File: src/rtl/dot_col_gate_pkg.sv
// Package: shared control-word layout and duty arithmetic for the column gate.
// Assumes the control word bit positions are fixed by the decoder upstream.
package dot_col_gate_pkg;

    // Control word fields, MSB first; the positions are decoded by the register stage.
    typedef struct packed {
        logic       spare_hi;   // bit 7: not used by this gate
        logic       lamp_test;  // bit 6
        logic       spare_lo;   // bit 5: not used
        logic       blink_en;   // bit 4
        logic       flash_en;   // bit 3
        logic [2:0] level;      // bits 2..0: brightness code
    } ctrl_word_t;

    // Nominal percentage for each brightness code, 0 meaning blank.
    function automatic int unsigned level_percent(input logic [2:0] code);
        case (code)
            3'd0:    return 100;
            3'd1:    return 80;
            3'd2:    return 53;
            3'd3:    return 40;
            3'd4:    return 27;
            3'd5:    return 20;
            3'd6:    return 13;
            default: return 0;
        endcase
    endfunction

    // Active slots out of 'total', rounded to the nearest whole slot.
    function automatic int unsigned pct_to_slots(input int unsigned pct,
                                                 input int unsigned total);
        return (pct * total + 50) / 100;
    endfunction

endpackage

File: src/rtl/gate_duty.sv
// gate_duty: decides whether the current brightness sub-slot lies inside the
// drive window. Lamp test replaces the programmed level with a fixed half duty.
// Assumes slot_idx counts 0..SLOTS-1; any higher value gives no drive.
module gate_duty #(
    parameter int unsigned SLOTS    = 15,
    parameter int unsigned LAMP_PCT = 50,
    localparam int unsigned SLOT_W  = $clog2(SLOTS + 1)
) (
    input  logic [2:0]        level,
    input  logic              lamp_test,
    input  logic [SLOT_W-1:0] slot_idx,
    output logic              drive_on
);
    import dot_col_gate_pkg::*;

    localparam int unsigned LAMP_SLOTS = pct_to_slots(LAMP_PCT, SLOTS);

    int unsigned window;

    // Pick the window length, then compare the slot against it.
    always_comb begin
        window   = lamp_test ? LAMP_SLOTS : pct_to_slots(level_percent(level), SLOTS);
        drive_on = 32'(slot_idx) < window;
    end

endmodule

File: src/rtl/gate_digit_mask.sv
// gate_digit_mask: applies flash and blink to the columns of one digit.
// Lamp test overrides both and all font data: every column is offered.
// Assumes blink_on is already synchronous to clk.
module gate_digit_mask #(
    parameter int unsigned COLS = 5
) (
    input  logic [COLS-1:0] cols_in,
    input  logic            flash_flag,
    input  logic            flash_en,
    input  logic            blink_en,
    input  logic            blink_on,
    input  logic            lamp_test,
    output logic [COLS-1:0] cols_out
);
    logic dark;

    // A digit goes dark in the off phase if blink is on, or if it is flagged and flash is on.
    always_comb begin
        dark = !blink_on && (blink_en || (flash_en && flash_flag));
        if (lamp_test)
            cols_out = '1;
        else if (dark)
            cols_out = '0;
        else
            cols_out = cols_in;
    end

endmodule

File: src/rtl/dot_col_gate.sv
// dot_col_gate: top of the column gate. Combines the per-digit attribute masks
// with the duty window and registers the result on sub-slot boundaries.
// Assumes slot_tick, slot_idx and blink_on come from one scan controller on clk.
module dot_col_gate #(
    parameter int unsigned DIGITS     = 4,
    parameter int unsigned COLS_PER_D = 5,
    parameter int unsigned SLOTS      = 15,
    localparam int unsigned NCOLS     = DIGITS * COLS_PER_D,
    localparam int unsigned SLOT_W    = $clog2(SLOTS + 1)
) (
    input  logic              clk,
    input  logic              rst_n,
    input  logic              slot_tick,
    input  logic [SLOT_W-1:0] slot_idx,
    input  logic [NCOLS-1:0]  cols_in,
    input  logic [DIGITS-1:0] flash_flags,
    input  logic [7:0]        ctrl,
    input  logic              blink_on,
    output logic [NCOLS-1:0]  cols_out
);
    import dot_col_gate_pkg::*;

    ctrl_word_t        cw;
    logic              drive_on;
    logic [NCOLS-1:0]  masked;
    logic [NCOLS-1:0]  next_cols;

    assign cw = ctrl_word_t'(ctrl);

    gate_duty #(.SLOTS(SLOTS), .LAMP_PCT(50)) u_duty (
        .level     (cw.level),
        .lamp_test (cw.lamp_test),
        .slot_idx  (slot_idx),
        .drive_on  (drive_on)
    );

    // One attribute mask per digit over its own column group.
    for (genvar d = 0; d < DIGITS; d++) begin : g_digit
        gate_digit_mask #(.COLS(COLS_PER_D)) u_mask (
            .cols_in    (cols_in[d*COLS_PER_D +: COLS_PER_D]),
            .flash_flag (flash_flags[d]),
            .flash_en   (cw.flash_en),
            .blink_en   (cw.blink_en),
            .blink_on   (blink_on),
            .lamp_test  (cw.lamp_test),
            .cols_out   (masked[d*COLS_PER_D +: COLS_PER_D])
        );
    end

    // Duty window gates the masked columns.
    always_comb next_cols = drive_on ? masked : '0;

    // Output register: cleared by reset, loaded only on a slot boundary.
    always_ff @(posedge clk) begin
        if (!rst_n)
            cols_out <= '0;
        else if (slot_tick)
            cols_out <= next_cols;
    end

    // reset clears the output
    a_r1_reset_clear: assert property (@(posedge clk)
        !rst_n |=> cols_out == '0);

    // no change between slot boundaries
    a_r2_hold: assert property (@(posedge clk) disable iff (!rst_n)
        !slot_tick |=> $stable(cols_out));

    // a driven column always has its font bit, unless lamp test
    a_r3_subset: assert property (@(posedge clk) disable iff (!rst_n)
        (slot_tick && !ctrl[6]) |=> (cols_out & ~$past(cols_in)) == '0);

    // blank code gives no drive
    a_r4_blank: assert property (@(posedge clk) disable iff (!rst_n)
        (slot_tick && !ctrl[6] && ctrl[2:0] == 3'b111) |=> cols_out == '0);

    // dark blink half gives no drive
    a_r6_blink_dark: assert property (@(posedge clk) disable iff (!rst_n)
        (slot_tick && !ctrl[6] && ctrl[4] && !blink_on) |=> cols_out == '0);

    // lamp test lights all columns in the first 8 slots
    a_r7_lamp_on: assert property (@(posedge clk) disable iff (!rst_n)
        (slot_tick && ctrl[6] && slot_idx < 8) |=> &cols_out);

    // lamp test drives nothing in the remaining slots
    a_r7_lamp_off: assert property (@(posedge clk) disable iff (!rst_n)
        (slot_tick && ctrl[6] && slot_idx >= 8) |=> cols_out == '0);

endmodule

File: config.mk
export PLATFORM = sky130hd
export DESIGN_NAME = dot_col_gate
export DESIGN_NICKNAME = d
export VERILOG_FILES = /design/src/rtl/dot_col_gate_pkg.sv /design/src/rtl/gate_duty.sv /design/src/rtl/gate_digit_mask.sv /design/src/rtl/dot_col_gate.sv
export SDC_FILE = /design/constraint.sdc
export NUM_CORES = 1
export LEC_CHECK = 0
export BUFFER_PORTS_ARGS = -buffer_cell sky130_fd_sc_hd__buf_4
export CELL_PAD_IN_SITES_DETAIL_PLACEMENT = 1
export CELL_PAD_IN_SITES_GLOBAL_PLACEMENT = 2
export CORE_AREA = 2 2 140 74
export CTS_CLUSTER_DIAMETER = 80
export CTS_CLUSTER_SIZE = 14
export DETAILED_ROUTE_END_ITERATION = 12
export DIE_AREA = 0 0 142 76
export PLACE_DENSITY_LB_ADDON = 0.25
export SETUP_SLACK_MARGIN = 0.05
export SYNTH_ARGS = -nofsm -noshare
export SYNTH_HDL_FRONTEND = slang
export SYNTH_SLANG_ARGS = --single-unit
File: constraint.sdc
create_clock -name clk -period 12.53 [get_ports clk]
set_input_delay 2.506 -clock clk [delete_from_list [all_inputs] [get_ports clk]]
set_output_delay 2.506 -clock clk [all_outputs]
set_load 0.03 [all_outputs]
==> impl_results.md <==
- Global-route wire length before repair: 18,900 microns
- CTS tree: yes
- Iteration-0 DRC Markers: 262
- Max stage delay on crit path: 560 ps
- Warnings from Yosys: 0
- Aggregate negative setup slack: 0 ps
- Tcrit/Tclk final: 91.8%
- Mapped Avg Cell Area: 7.95 sq um
- Post-synthesis mux area share: 1.62%
- Final count of hold timing violations: 0
- Setup bufs post-CTS: 0
- Post-Syn Nets: 455
- R2R setup slack: 11,890 ps
- Crit path capture type: register
- Number of I/O port buffers: 57
- Total Power: 0.601 mW
- Pwr dens: 163 mW/mm^2
- Largest regs: cols_out x20
- Synth Area in Compound Gates: 38.8%
- Vias: 3,307
- Critical path class: input pin to register
- Synthesized-area fraction occupied by adder cells: 13.1%
- Reg2reg start: cols_out[18]
- Wire length per cell: 21.2 microns
- Clock net sink count: 20
- Worst path slowest cell: fa_1
- Post-route ant nets: 0
- Core Region: 0.00973 sq mm
- Antenna Cells: 0
- Via-per-instance ratio: 5.93
- Synth Area in XOR/XNOR: 5.84%
- Layout cells sized above 1: 22.0%
- Yosys reg bits: 20
- Reg with most FFs: cols_out
- Critical path startpoint category: input pin
- Critical Path RT: 12,680 ps
- Synthesized area: 0.00308 sq mm
- CTS resizes: 0
- Synth Area in Simple Gates: 21.2%
- Post-Syn Instances: 388
- Vias in the first global route: 3,192
- Final setup violating endpoints: 0
- Area growth syn-to-layout: 19.5%
- FP Rows: 26
- Pre-antenna DRT Iters: 4
- Max clock buf depth: 2
- Register area share after synthesis: 13.0%
- Root Buffer: clkbuf_16
- Worst min-delay path class: register to register
- Final clock skew: 0 ps
- Clock Latency Late Sink: 260 ps
- Layout Nets: 501
- Leak pwr: 1.63 nW
- DRC violations left: 0
- Critical path arrival: 11,650 ps
- Crit. Startpoint: ctrl[0]
- Die X: 142 microns
- Max FFs per register: 20
- Ys flop type: dfxtp_1
- Initial antenna violation count: 0
- Initial Utilization: 31.7%
- Routed WL: 11,900 microns
- Ys async rst share: 0%
- Total Routing Usage GR: 22.3%
- F_max: 86.9 MHz
- Gr ovfl total: 0
- Num CTS Buffers: 3
- Height of the die: 76 microns
- H-tree level count: 1
- Synth cell types: 72
- DIE AREA: 0.0108 sq mm
- Fin. max-slew vios: 0
- Min Tclk post-route: 11,510 ps
- Worst Path Max Fanout: 20
- Worst VDD drop: 65.1 uV
- Slew HR: 51.2%
- Hold Buf Count CTS: 0
- Post-synth EDFFs: 0
- Unrepaired setup endpoints after global routing: no
- Routability cong.: 0.912
- Largest family of logic cells by synthesized area: compound AO/OA/AOI/OAI gates
- Run status: finished clean
- Max-cap violations: 0
- I/O pins: 60
- Pin count of the biggest net entering global routing: 29
- CTS clk-pin slew, worst paths: 50 ps
- Slew @ Worst Pin: 726 ps
- DPL Wire Length: 9650 microns
- Hold path startpoint: cols_out[16]
- CP dominant cell by count: ha_1
per-layer routing:
metal	vias to the layer above	part of all wire [%]	global-route usage, %
met5	-	0	0
met4	0	0.19	1.20
met3	2	7.5	5.59
met2	91	37	27.7
met1	1650	55	38.0
li1	1564	-	-
critical path, delay by kind of cell:
kind	cells	cell delay, ps
adder cells (fa/ha/maj)	6	2330
AO/OA/AOI/OAI	11	3100
buffers and inverters	4	770
XOR/XNOR	2	720
AND/OR/NAND/NOR	8	2050
multiplexers	1	170
layout make-up:
cell class                 instances  area (sq um)
clock buffer                       3          75.1
fill                            1176          6040
inverter                          22          82.6
multi-input combinational        323          2490
sequential                        20           400
tap                              126           158
timing repair buffer              64           480
stage by stage:
stage          instances  worst slack, ps  utilization (%)  instance area (sq um)  hold slack (ps)
3_3_place_gp         555             1240             37.1                   3610              448
2_1_floorplan        388             2340                -                   3080              675
5_1_grt              558              366             37.9                   3680              489
3_5_place_dp         555             1010             37.1                   3610              458
6_report             558             1020             37.9                   3680              464
4_1_cts              558             1230             37.9                   3680              471
cell families after synthesis:
logic type,after synthesis
compound gates,152
simple gates,121
buf+inv,45
fa+ha+maj,27
flops,20
xor+xnor,18
mux,5
cell usage after synthesis, types with 4 or more instances:
| library cell | instances | share of area (%) |
|---|---|---|
| a211o_1 | 4 | 1.1 |
| a211oi_1 | 8 | 1.9 |
| a21o_1 | 29 | 7.1 |
| a21oi_1 | 21 | 3.4 |
| a31oi_1 | 8 | 1.6 |
| a32o_1 | 21 | 6.8 |
| and2_1 | 5 | 1.0 |
| buf_2 | 6 | 0.97 |
| clkbuf_1 | 12 | 1.5 |
| dfxtp_1 | 20 | 13 |
| fa_1 | 9 | 5.8 |
| ha_1 | 18 | 7.3 |
| inv_1 | 21 | 2.6 |
| mux2i_1 | 5 | 1.6 |
| nand2_1 | 24 | 2.9 |
| nand2b_1 | 5 | 1.0 |
| nand3_1 | 10 | 1.6 |
| nor2_1 | 30 | 3.7 |
| nor2b_1 | 6 | 1.2 |
| nor3_1 | 8 | 1.3 |
| o211ai_1 | 6 | 1.5 |
| o21a_1 | 4 | 0.97 |
| o21ai_0 | 12 | 1.9 |
| or2_2 | 6 | 1.2 |
| xnor2_1 | 12 | 3.4 |
power by group:
part | switching (mW) | leakage [nW] | total [mW] | internal (mW)
sequential | 0.00552 | 0.164 | 0.0801 | 0.0746
clock | 0.0241 | 0.0370 | 0.0663 | 0.0422
combinational | 0.282 | 1.43 | 0.454 | 0.172
worst paths after layout:
path | end | depth (start not counted)
hold / removal | cols_out[16] | 1
setup / recovery | cols_out[18] | 32
setup reg to reg | cols_out[18] | 1
hold reg to reg | cols_out[16] | 1
layout by cell type (no fill, tap or decap), drive strengths merged, types with 4 or more instances in the layout:
master / n
nand2: 24
o211ai: 6
nor2b: 6
or2: 6
fa: 9
a21oi: 21
buf: 64
ha: 18
o21a: 4
a21o: 29
xor2: 4
dfxtp: 20
o21ai: 13
xnor2: 14
nor2: 30
and4: 4
inv: 21
nor3: 9
a211o: 4
mux2i: 5
nand2b: 5
a211oi: 12
nand3: 11
a32o: 21
and2: 5
a31oi: 8
No activity file was read; power rests on OpenSTA's default activity.
